<file path="src/rtl/omega_pkg.sv">
package omega_pkg;

  // Lane index that lane i moves to in front of every stage
  function automatic int unsigned shuffle_idx(input int unsigned i, input int unsigned n);
    return (i < n / 2) ? 2 * i : 2 * i + 1 - n;
  endfunction

  // Destination bit that steers the switches of a given stage
  function automatic int unsigned steer_bit(input int unsigned stage, input int unsigned aw);
    return aw - 1 - stage;
  endfunction

endpackage

</file>
<file path="src/rtl/omega_switch.sv">
module omega_switch #(
  parameter int AW  = 3,
  parameter int DW  = 8,
  parameter int BIT = 2
) (
  input  logic          a_v,
  input  logic [AW-1:0] a_dst,
  input  logic [AW-1:0] a_src,
  input  logic [DW-1:0] a_dat,
  input  logic          b_v,
  input  logic [AW-1:0] b_dst,
  input  logic [AW-1:0] b_src,
  input  logic [DW-1:0] b_dat,
  output logic          u_v,
  output logic [AW-1:0] u_dst,
  output logic [AW-1:0] u_src,
  output logic [DW-1:0] u_dat,
  output logic          l_v,
  output logic [AW-1:0] l_dst,
  output logic [AW-1:0] l_src,
  output logic [DW-1:0] l_dat,
  output logic          b_lost
);

  logic a_low, b_low;

  assign a_low  = a_dst[BIT];
  assign b_low  = b_dst[BIT];
  // the even input always wins a tie
  assign b_lost = a_v & b_v & (a_low == b_low);

  always_comb begin
    u_v = 1'b0; u_dst = a_dst; u_src = a_src; u_dat = a_dat;
    if (a_v && !a_low) begin
      u_v = 1'b1;
    end else if (b_v && !b_low) begin
      u_v = 1'b1; u_dst = b_dst; u_src = b_src; u_dat = b_dat;
    end
  end

  always_comb begin
    l_v = 1'b0; l_dst = a_dst; l_src = a_src; l_dat = a_dat;
    if (a_v && a_low) begin
      l_v = 1'b1;
    end else if (b_v && b_low) begin
      l_v = 1'b1; l_dst = b_dst; l_src = b_src; l_dat = b_dat;
    end
  end

endmodule

</file>
<file path="src/rtl/omega_stage.sv">
module omega_stage
  import omega_pkg::*;
#(
  parameter int N     = 8,
  parameter int AW    = 3,
  parameter int DW    = 8,
  parameter int STAGE = 0
) (
  input  logic [N-1:0]         in_v,
  input  logic [N-1:0][AW-1:0] in_dst,
  input  logic [N-1:0][AW-1:0] in_src,
  input  logic [N-1:0][DW-1:0] in_dat,
  output logic [N-1:0]         out_v,
  output logic [N-1:0][AW-1:0] out_dst,
  output logic [N-1:0][AW-1:0] out_src,
  output logic [N-1:0][DW-1:0] out_dat,
  output logic [N-1:0]         drop_src
);

  localparam int NSW   = N / 2;
  localparam int BITSEL = int'(steer_bit(STAGE, AW));

  logic [N-1:0]         sh_v;
  logic [N-1:0][AW-1:0] sh_dst;
  logic [N-1:0][AW-1:0] sh_src;
  logic [N-1:0][DW-1:0] sh_dat;
  logic [NSW-1:0]       sw_lost;

  // perfect shuffle wiring
  for (genvar i = 0; i < N; i++) begin : g_shuf
    localparam int P = int'(shuffle_idx(i, N));
    assign sh_v[P]   = in_v[i];
    assign sh_dst[P] = in_dst[i];
    assign sh_src[P] = in_src[i];
    assign sh_dat[P] = in_dat[i];
  end

  // column of 2x2 switches
  for (genvar j = 0; j < NSW; j++) begin : g_sw
    omega_switch #(.AW(AW), .DW(DW), .BIT(BITSEL)) i_sw (
      .a_v   (sh_v[2*j]),     .a_dst (sh_dst[2*j]),
      .a_src (sh_src[2*j]),   .a_dat (sh_dat[2*j]),
      .b_v   (sh_v[2*j+1]),   .b_dst (sh_dst[2*j+1]),
      .b_src (sh_src[2*j+1]), .b_dat (sh_dat[2*j+1]),
      .u_v   (out_v[2*j]),    .u_dst (out_dst[2*j]),
      .u_src (out_src[2*j]),  .u_dat (out_dat[2*j]),
      .l_v   (out_v[2*j+1]),  .l_dst (out_dst[2*j+1]),
      .l_src (out_src[2*j+1]),.l_dat (out_dat[2*j+1]),
      .b_lost(sw_lost[j])
    );
  end

  // losers are reported by their original input index
  always_comb begin
    drop_src = '0;
    for (int j = 0; j < NSW; j++) begin
      if (sw_lost[j]) drop_src[sh_src[2*j+1]] = 1'b1;
    end
  end

endmodule

</file>
<file path="src/rtl/omega_net.sv">
module omega_net #(
  parameter int NPORTS  = 8,
  parameter int DATA_W  = 8,
  parameter bit OUT_REG = 1'b1
) (
  input  logic                              clk,
  input  logic                              rst_n,
  input  logic [NPORTS-1:0]                 in_valid,
  input  logic [NPORTS*$clog2(NPORTS)-1:0]  in_dest,
  input  logic [NPORTS*DATA_W-1:0]          in_data,
  output logic [NPORTS-1:0]                 out_valid,
  output logic [NPORTS*$clog2(NPORTS)-1:0]  out_src,
  output logic [NPORTS*DATA_W-1:0]          out_data,
  output logic [NPORTS-1:0]                 in_blocked
);

  localparam int AW     = $clog2(NPORTS);
  localparam int STAGES = AW;

  logic [NPORTS-1:0]             st_v   [STAGES+1];
  logic [NPORTS-1:0][AW-1:0]     st_dst [STAGES+1];
  logic [NPORTS-1:0][AW-1:0]     st_src [STAGES+1];
  logic [NPORTS-1:0][DATA_W-1:0] st_dat [STAGES+1];
  logic [NPORTS-1:0]             st_drop[STAGES];

  // named internal events for checking
  logic [NPORTS-1:0] drop_any;
  logic [NPORTS-1:0] landed;

  for (genvar i = 0; i < NPORTS; i++) begin : g_in
    assign st_v[0][i]   = in_valid[i];
    assign st_dst[0][i] = in_dest[i*AW +: AW];
    assign st_src[0][i] = AW'(i);
    assign st_dat[0][i] = in_data[i*DATA_W +: DATA_W];
  end

  for (genvar k = 0; k < STAGES; k++) begin : g_stage
    omega_stage #(.N(NPORTS), .AW(AW), .DW(DATA_W), .STAGE(k)) i_stage (
      .in_v    (st_v[k]),   .in_dst (st_dst[k]),
      .in_src  (st_src[k]), .in_dat (st_dat[k]),
      .out_v   (st_v[k+1]), .out_dst(st_dst[k+1]),
      .out_src (st_src[k+1]), .out_dat(st_dat[k+1]),
      .drop_src(st_drop[k])
    );

    AST_STAGE_BALANCE: assert property (@(posedge clk) disable iff (!rst_n)
      $countones(st_v[k]) == $countones(st_v[k+1]) + $countones(st_drop[k]));
  end

  always_comb begin
    drop_any = '0;
    for (int k = 0; k < STAGES; k++) drop_any |= st_drop[k];
  end

  always_comb begin
    landed = '0;
    for (int o = 0; o < NPORTS; o++) begin
      if (st_v[STAGES][o]) landed[st_src[STAGES][o]] = 1'b1;
    end
  end

  for (genvar i = 0; i < NPORTS; i++) begin : g_chk
    AST_LAND_AT_DEST: assert property (@(posedge clk) disable iff (!rst_n)
      st_v[STAGES][i] |-> (st_dst[STAGES][i] == AW'(i)));
    AST_ONE_FATE: assert property (@(posedge clk) disable iff (!rst_n)
      in_valid[i] |-> (landed[i] != drop_any[i]));
    AST_IDLE_QUIET: assert property (@(posedge clk) disable iff (!rst_n)
      !in_valid[i] |-> (!landed[i] && !drop_any[i]));
  end

  logic [NPORTS-1:0]          fin_v;
  logic [NPORTS*AW-1:0]       fin_src;
  logic [NPORTS*DATA_W-1:0]   fin_dat;

  for (genvar o = 0; o < NPORTS; o++) begin : g_fin
    assign fin_v[o]                    = st_v[STAGES][o];
    assign fin_src[o*AW +: AW]         = st_src[STAGES][o];
    assign fin_dat[o*DATA_W +: DATA_W] = st_dat[STAGES][o];
  end

  if (OUT_REG) begin : g_reg
    always_ff @(posedge clk or negedge rst_n) begin
      if (!rst_n) begin
        out_valid  <= '0;
        out_src    <= '0;
        out_data   <= '0;
        in_blocked <= '0;
      end else begin
        out_valid  <= fin_v;
        out_src    <= fin_src;
        out_data   <= fin_dat;
        in_blocked <= drop_any;
      end
    end

    for (genvar i = 0; i < NPORTS; i++) begin : g_rchk
      AST_BLOCK_HAS_REQ: assert property (@(posedge clk) disable iff (!rst_n)
        in_blocked[i] |-> $past(in_valid[i]));
    end
  end else begin : g_comb
    assign out_valid  = fin_v;
    assign out_src    = fin_src;
    assign out_data   = fin_dat;
    assign in_blocked = drop_any;
  end

endmodule

</file>
<file path="config.mk">
export PLATFORM = sky130hd
export DESIGN_NAME = omega_net
export DESIGN_NICKNAME = d
export VERILOG_FILES = /design/src/rtl/omega_pkg.sv /design/src/rtl/omega_switch.sv /design/src/rtl/omega_stage.sv /design/src/rtl/omega_net.sv
export SDC_FILE = /design/constraint.sdc
export NUM_CORES = 1
export LEC_CHECK = 0
export ABC_AREA = 1
export BUFFER_PORTS_ARGS = -buffer_cell sky130_fd_sc_hd__buf_2
export CAP_MARGIN = 20
export CORE_ASPECT_RATIO = 1.5
export CORE_MARGIN = 2
export CORE_UTILIZATION = 37
export CTS_CLUSTER_SIZE = 12
export DETAILED_ROUTE_END_ITERATION = 12
export PLACE_DENSITY_LB_ADDON = 0.12
export SKIP_LAST_GASP = 1
export SYNTH_ARGS = -nofsm -noshare
export SYNTH_HDL_FRONTEND = slang
export SYNTH_HIERARCHICAL = 1
export SYNTH_SLANG_ARGS = --single-unit
</file>
<file path="constraint.sdc">
create_clock -name clk -period 0.8 [get_ports clk]
set_input_delay 0.12 -clock clk [delete_from_list [all_inputs] [get_ports clk]]
set_output_delay 0.12 -clock clk [all_outputs]
set_load 0.005 [all_outputs]
</file>
# After elaboration in Yosys (flattened, before gate mapping)

Cells that the tools add are included.

Register bits: 104
Bits of input ports: 98

$lt $le $gt $ge: 16
Bitwise gates (word level): 32
Multiplexer cells: 204
Reduce and logical (&&, ||, !) cells: 80
Equality and inequality tests: 12

Operators by type and width:

| kind                                                                                | number |
|---|---|
| 8-bit 2-to-1 mux                                                                    | 57 |
| 3-bit 2-to-1 mux                                                                    | 48 |
| 1-bit 2-to-1 mux                                                                    | 72 |
| 8-bit OR                                                                            | 8 |
| 1-bit logical AND                                                                   | 56 |
| 3-bit by 4-bit < comparator with 1-bit output, second input constant                | 8 |
| 2-bit 2-to-1 mux                                                                    | 16 |
| 1-bit bitwise AND                                                                   | 24 |
| 1-bit demux with 3-bit select                                                       | 8 |
| 3-bit by 1-bit greater-or-equal comparator with 1-bit output, second input constant | 8 |
| 1-bit logical NOT                                                                   | 24 |
| 1-bit equality test                                                                 | 12 |
| 7-bit 2-to-1 mux                                                                    | 1 |
| 6-bit 2-to-1 mux                                                                    | 1 |
| 5-bit 2-to-1 mux                                                                    | 1 |

# Longest topological paths before layout

Depth in word-level cells: 20
Gate-level depth with buffers: 24
Depth with buffers taken out: 22

# By module

Netlist, hierarchy kept.

By module, submodules not included:

| module                           | area an instance (um2) | times used | cells an instance |
|---|---|---|---|
| omega_switch                     | 462.9                  | 12         | 101 |
| omega_net                        | 2700.1                 | 1          | 130 |
| omega_stage (g_stage[1].i_stage) | 362.8                  | 1          | 77 |
| omega_stage (g_stage[2].i_stage) | 351.6                  | 1          | 76 |
| omega_stage (g_stage[0].i_stage) | 345.3                  | 1          | 75 |

# Worst setup path before layout

Ideal clock, no wire load.

Path type: input to register
Start: input in_dest[11]
End: register in_blocked[1]
Path slack: -1.404 ns
Required time: 0.735 ns
Library setup time: 0.065 ns
Buffers on the path: 2
Arrival time: 2.139 ns
Cell stages on the path: 21
Cells stage by stage: nand2_1 buf_2 nand3_1 nand2_1 nand2_2 clkinv_2 nand2_4 buf_6 nand2_1 nand2_1 nand2_1 nand2_1 nor2_1 inv_2 nor2_2 nand3_1 nand2_1 inv_1 nand2_1 inv_1 nand2_1

RTL lines:

| item                 | line            | text |
|---|---|---|
| from (decl)          | omega_net.sv:9  | `input logic [NPORTS*$clog2(NPORTS)-1:0] in_dest,` |
| to (signal assigned) | omega_net.sv:92 | `in_blocked <= drop_any;` |
| to (decl)            | omega_net.sv:14 | `output logic [NPORTS-1:0] in_blocked` |

==> flow_results.org <==
** Place
- Routability Congestion :: about 0.99
- Dpl cells :: about 2200
- Input and output buffers added on the ports amount to 201.
- After legalization and detailed placement, the total HPWL measured roughly 31000 um.

** Floorplanning
- Starting utilization of the core area :: between 30% and 40%
- The floorplan has 69 rows.
- Measured along the y axis, the die boundary spans 194 um.
- DIE WIDTH :: between 100 and 150 um
- Area enclosed by the die boundary :: approximately 25000 um2
- During I/O placement, the number of pins put on the boundary was about 200.
- The floorplan step defined a core boundary enclosing about 24000 um2.

** Timing
- Final hold slack :: 0.166 ns
- Across all setup checks in the final design, the least slack found is -0.777 ns.
- Max-slew violation count :: 0
- RSZ-0062 raised after global routing :: yes
- Setup violations remaining at the end of the flow were counted as about 210.
- The final hold violation count came to 0.
- Setup TNS Final :: -77.48 ns
- Crit path time final :: 1.58 ns
- The final critical path takes up 197% of the cycle.
- Highest clock rate :: between 0.6 and 0.7 GHz

** Power and ir drop
- Clock power frac :: between 20% and 30%
- Overall power after layout :: approximately 0.022 W
- Fraction of power spent switching nets :: roughly two fifths
- Cell internal power dissipation :: ~0.013 W
- Power density relative to cell area :: roughly 1500 nW/um2
- Per report_power, the combinational group accounts for 50.5% of the total.
- Cell leakage power :: 8.20 nW
- Net Switching :: 0.00889 W
- Across the VDD grid, the largest voltage drop is 1.12 mV.
- Per report_power, the sequential group accounts for 29.2% of the total.

** Routing
- WL/cell :: 17.3 um
- Summed over all layers, the routed wires come to 40800 um.
- Vias post-DR :: 12081
- Detailed-route wire length on metal 1 :: about 15000 um
- Antenna-violating nets left :: 0
- The detailed router finished its first iteration with between 900 and 1000 violations.
- Top metal layer carrying routed signals :: met4
- Met2 WL post-DR :: between 20000 and 25000 um
- Met3 WL :: between 2000 and 3000 um
- Number of remaining DRC errors :: 0
- In the routed layout, each cell is associated on average with a via count of approximately 5.1.
- For this run, the detailed router's first-pass iteration total came to 8.

** Critical path
- Endpoint class of the critical path :: register
- The critical path is of the primary input to register type.
- STA puts the critical path data arrival time at around 1.9 ns.
- Nature of the critical path startpoint :: primary input
- Data required time of the worst path :: roughly 1.1 ns
- Of all nets on the critical path, the largest fanout is 5.

** Final layout
- The library cells used most frequently in the layout, excluding fill and tap cells, are 536 x nand2_1, 234 x buf_4, 231 x nand3_1.
- Fill cells in the final layout number between 2000 and 2500.
- Area growth syn-to-layout :: 70.0%
- The library cell used most frequently in the layout, excluding fill and tap cells, is nand2_1.
- At the end of the flow, the number of nets in the layout was between 2000 and 2500.
- Cells fill a little under two thirds of the core in the end.
- 0 antenna diodes ended up in the layout.
- Share of final-layout standard cells stronger than drive strength 1 :: 43.8%
- After the flow finishes, the layout carries non-filler instances totaling 2358.

** Synthesis
- The cell area that synthesis handed to floorplanning was roughly 8900 um2.
- Yosys Warn Count :: 6
- Syn Inst Count :: ~1500
- Post-synthesis average cell area :: approximately 6.1 um2

** Job
- Max-Cap Viols :: 0

** Global routing
- For this run the aggregate overflow at the end of global routing stands at 0.
- The via count of the first global-routing pass came to about 11000.
- Pin count of the biggest net entering global routing :: 33
- Initial antenna violation count :: 0
- The first global-routing pass estimated around 60000 um of wire.
- Overall track demand over capacity in global routing :: 31.0%

** Outcome
- The checks that failed: setup timing.
- The flow ran to the end, but the final reports show violations.

** CTS
- Cell at the root of the clock tree :: clkbuf_16
- The tree built by TritonCTS fans out to about 100 sinks.
- After clock tree synthesis, the clock-pin slew on the worst setup and hold paths is 0.07 ns.
- The H-tree was split into 3 levels.
- TritonCTS built the clock tree.
- In this run, CTS created clock tree buffers numbering 9.
- Counting along the longest clock path gives a buffer depth of 2.

** Hold path
- The tightest min-delay check is of the primary input to asynchronous set/reset pin type.
## final cells by class
class                   count  area, um2  share of cell area (%)
multi-input cells        1317       7510                    49.5
clock buffers              10        229                    1.51
repair buffers            509       3830                    25.3
clock inverters             6       67.6                   0.445
inverters                  90        500                    3.30
repair inverters            3       28.8                   0.190
flip-flops and latches    104       2600                    17.2
well taps                 319        399                    2.63
## worst paths after layout
path / startpoint / slack [ns] / endpoint
min: rst_n / 0.17 / out_valid[3]
max: in_dest[20] / -0.78 / in_blocked[5]
max in group asynchronous: rst_n / 0.18 / out_data[8]
min in group clk: in_data[6] / 0.27 / out_data[38]
## sequential cells by signal, indices dropped and copies added, names as in the netlist
register	count
out_valid	8
out_src	24
out_data	64
in_blocked	8
## power by group through the flow
stage	clock (W)	combinational, W	sequential [W]
2_1_floorplan	0	0.00466	0.00666
3_3_place_gp	0	0.00854	0.00653
3_5_place_dp	0	0.00859	0.00653
4_1_cts	0.00456	0.00976	0.00643
5_1_grt	0.00481	0.0119	0.00652
6_report	0.00448	0.0111	0.00642
## stage by stage
stage	setup slack (ns)	area [um2]
after floorplan	-1.01	10100
after global placement	-1.26	12600
after detailed placement	-1.29	12600
after CTS	-0.751	14100
after global routing	-0.889	15200
final	-0.777	15200
## repair_timing
action	CTS	global route
setup endpoints to repair	208	208
buffers inserted	52	36
gates resized for setup	172	213
hold buffers	1	0
endpoints found under the hold margin	104	0
pin swaps	106	126
cloned	15	1
## critical path, cell delays in order
cell and delay (ns):
buf_12 0.11, buf_6 0.12, nor2_4 0.13, nand2_2 0.09, nand2_4 0.07, nand2_4 0.07, nor2_4 0.14, nand2_4 0.06
nand2_2 0.06, nand2_2 0.07, inv_2 0.10, o21ai_4 0.06, nor2_4 0.21, buf_4 0.15, nand4_1 0.10, nand4_1 0.11
inv_1 0.04, nand2_1 0.06
## metal layers
layer	track usage, %	up-vias
li1	-	5783
met1	35.3	5642
met2	54.6	531
met3	4.33	125
met4	17.3	0
met5	0	-
Note: power is estimated with default switching activity, not from simulation.
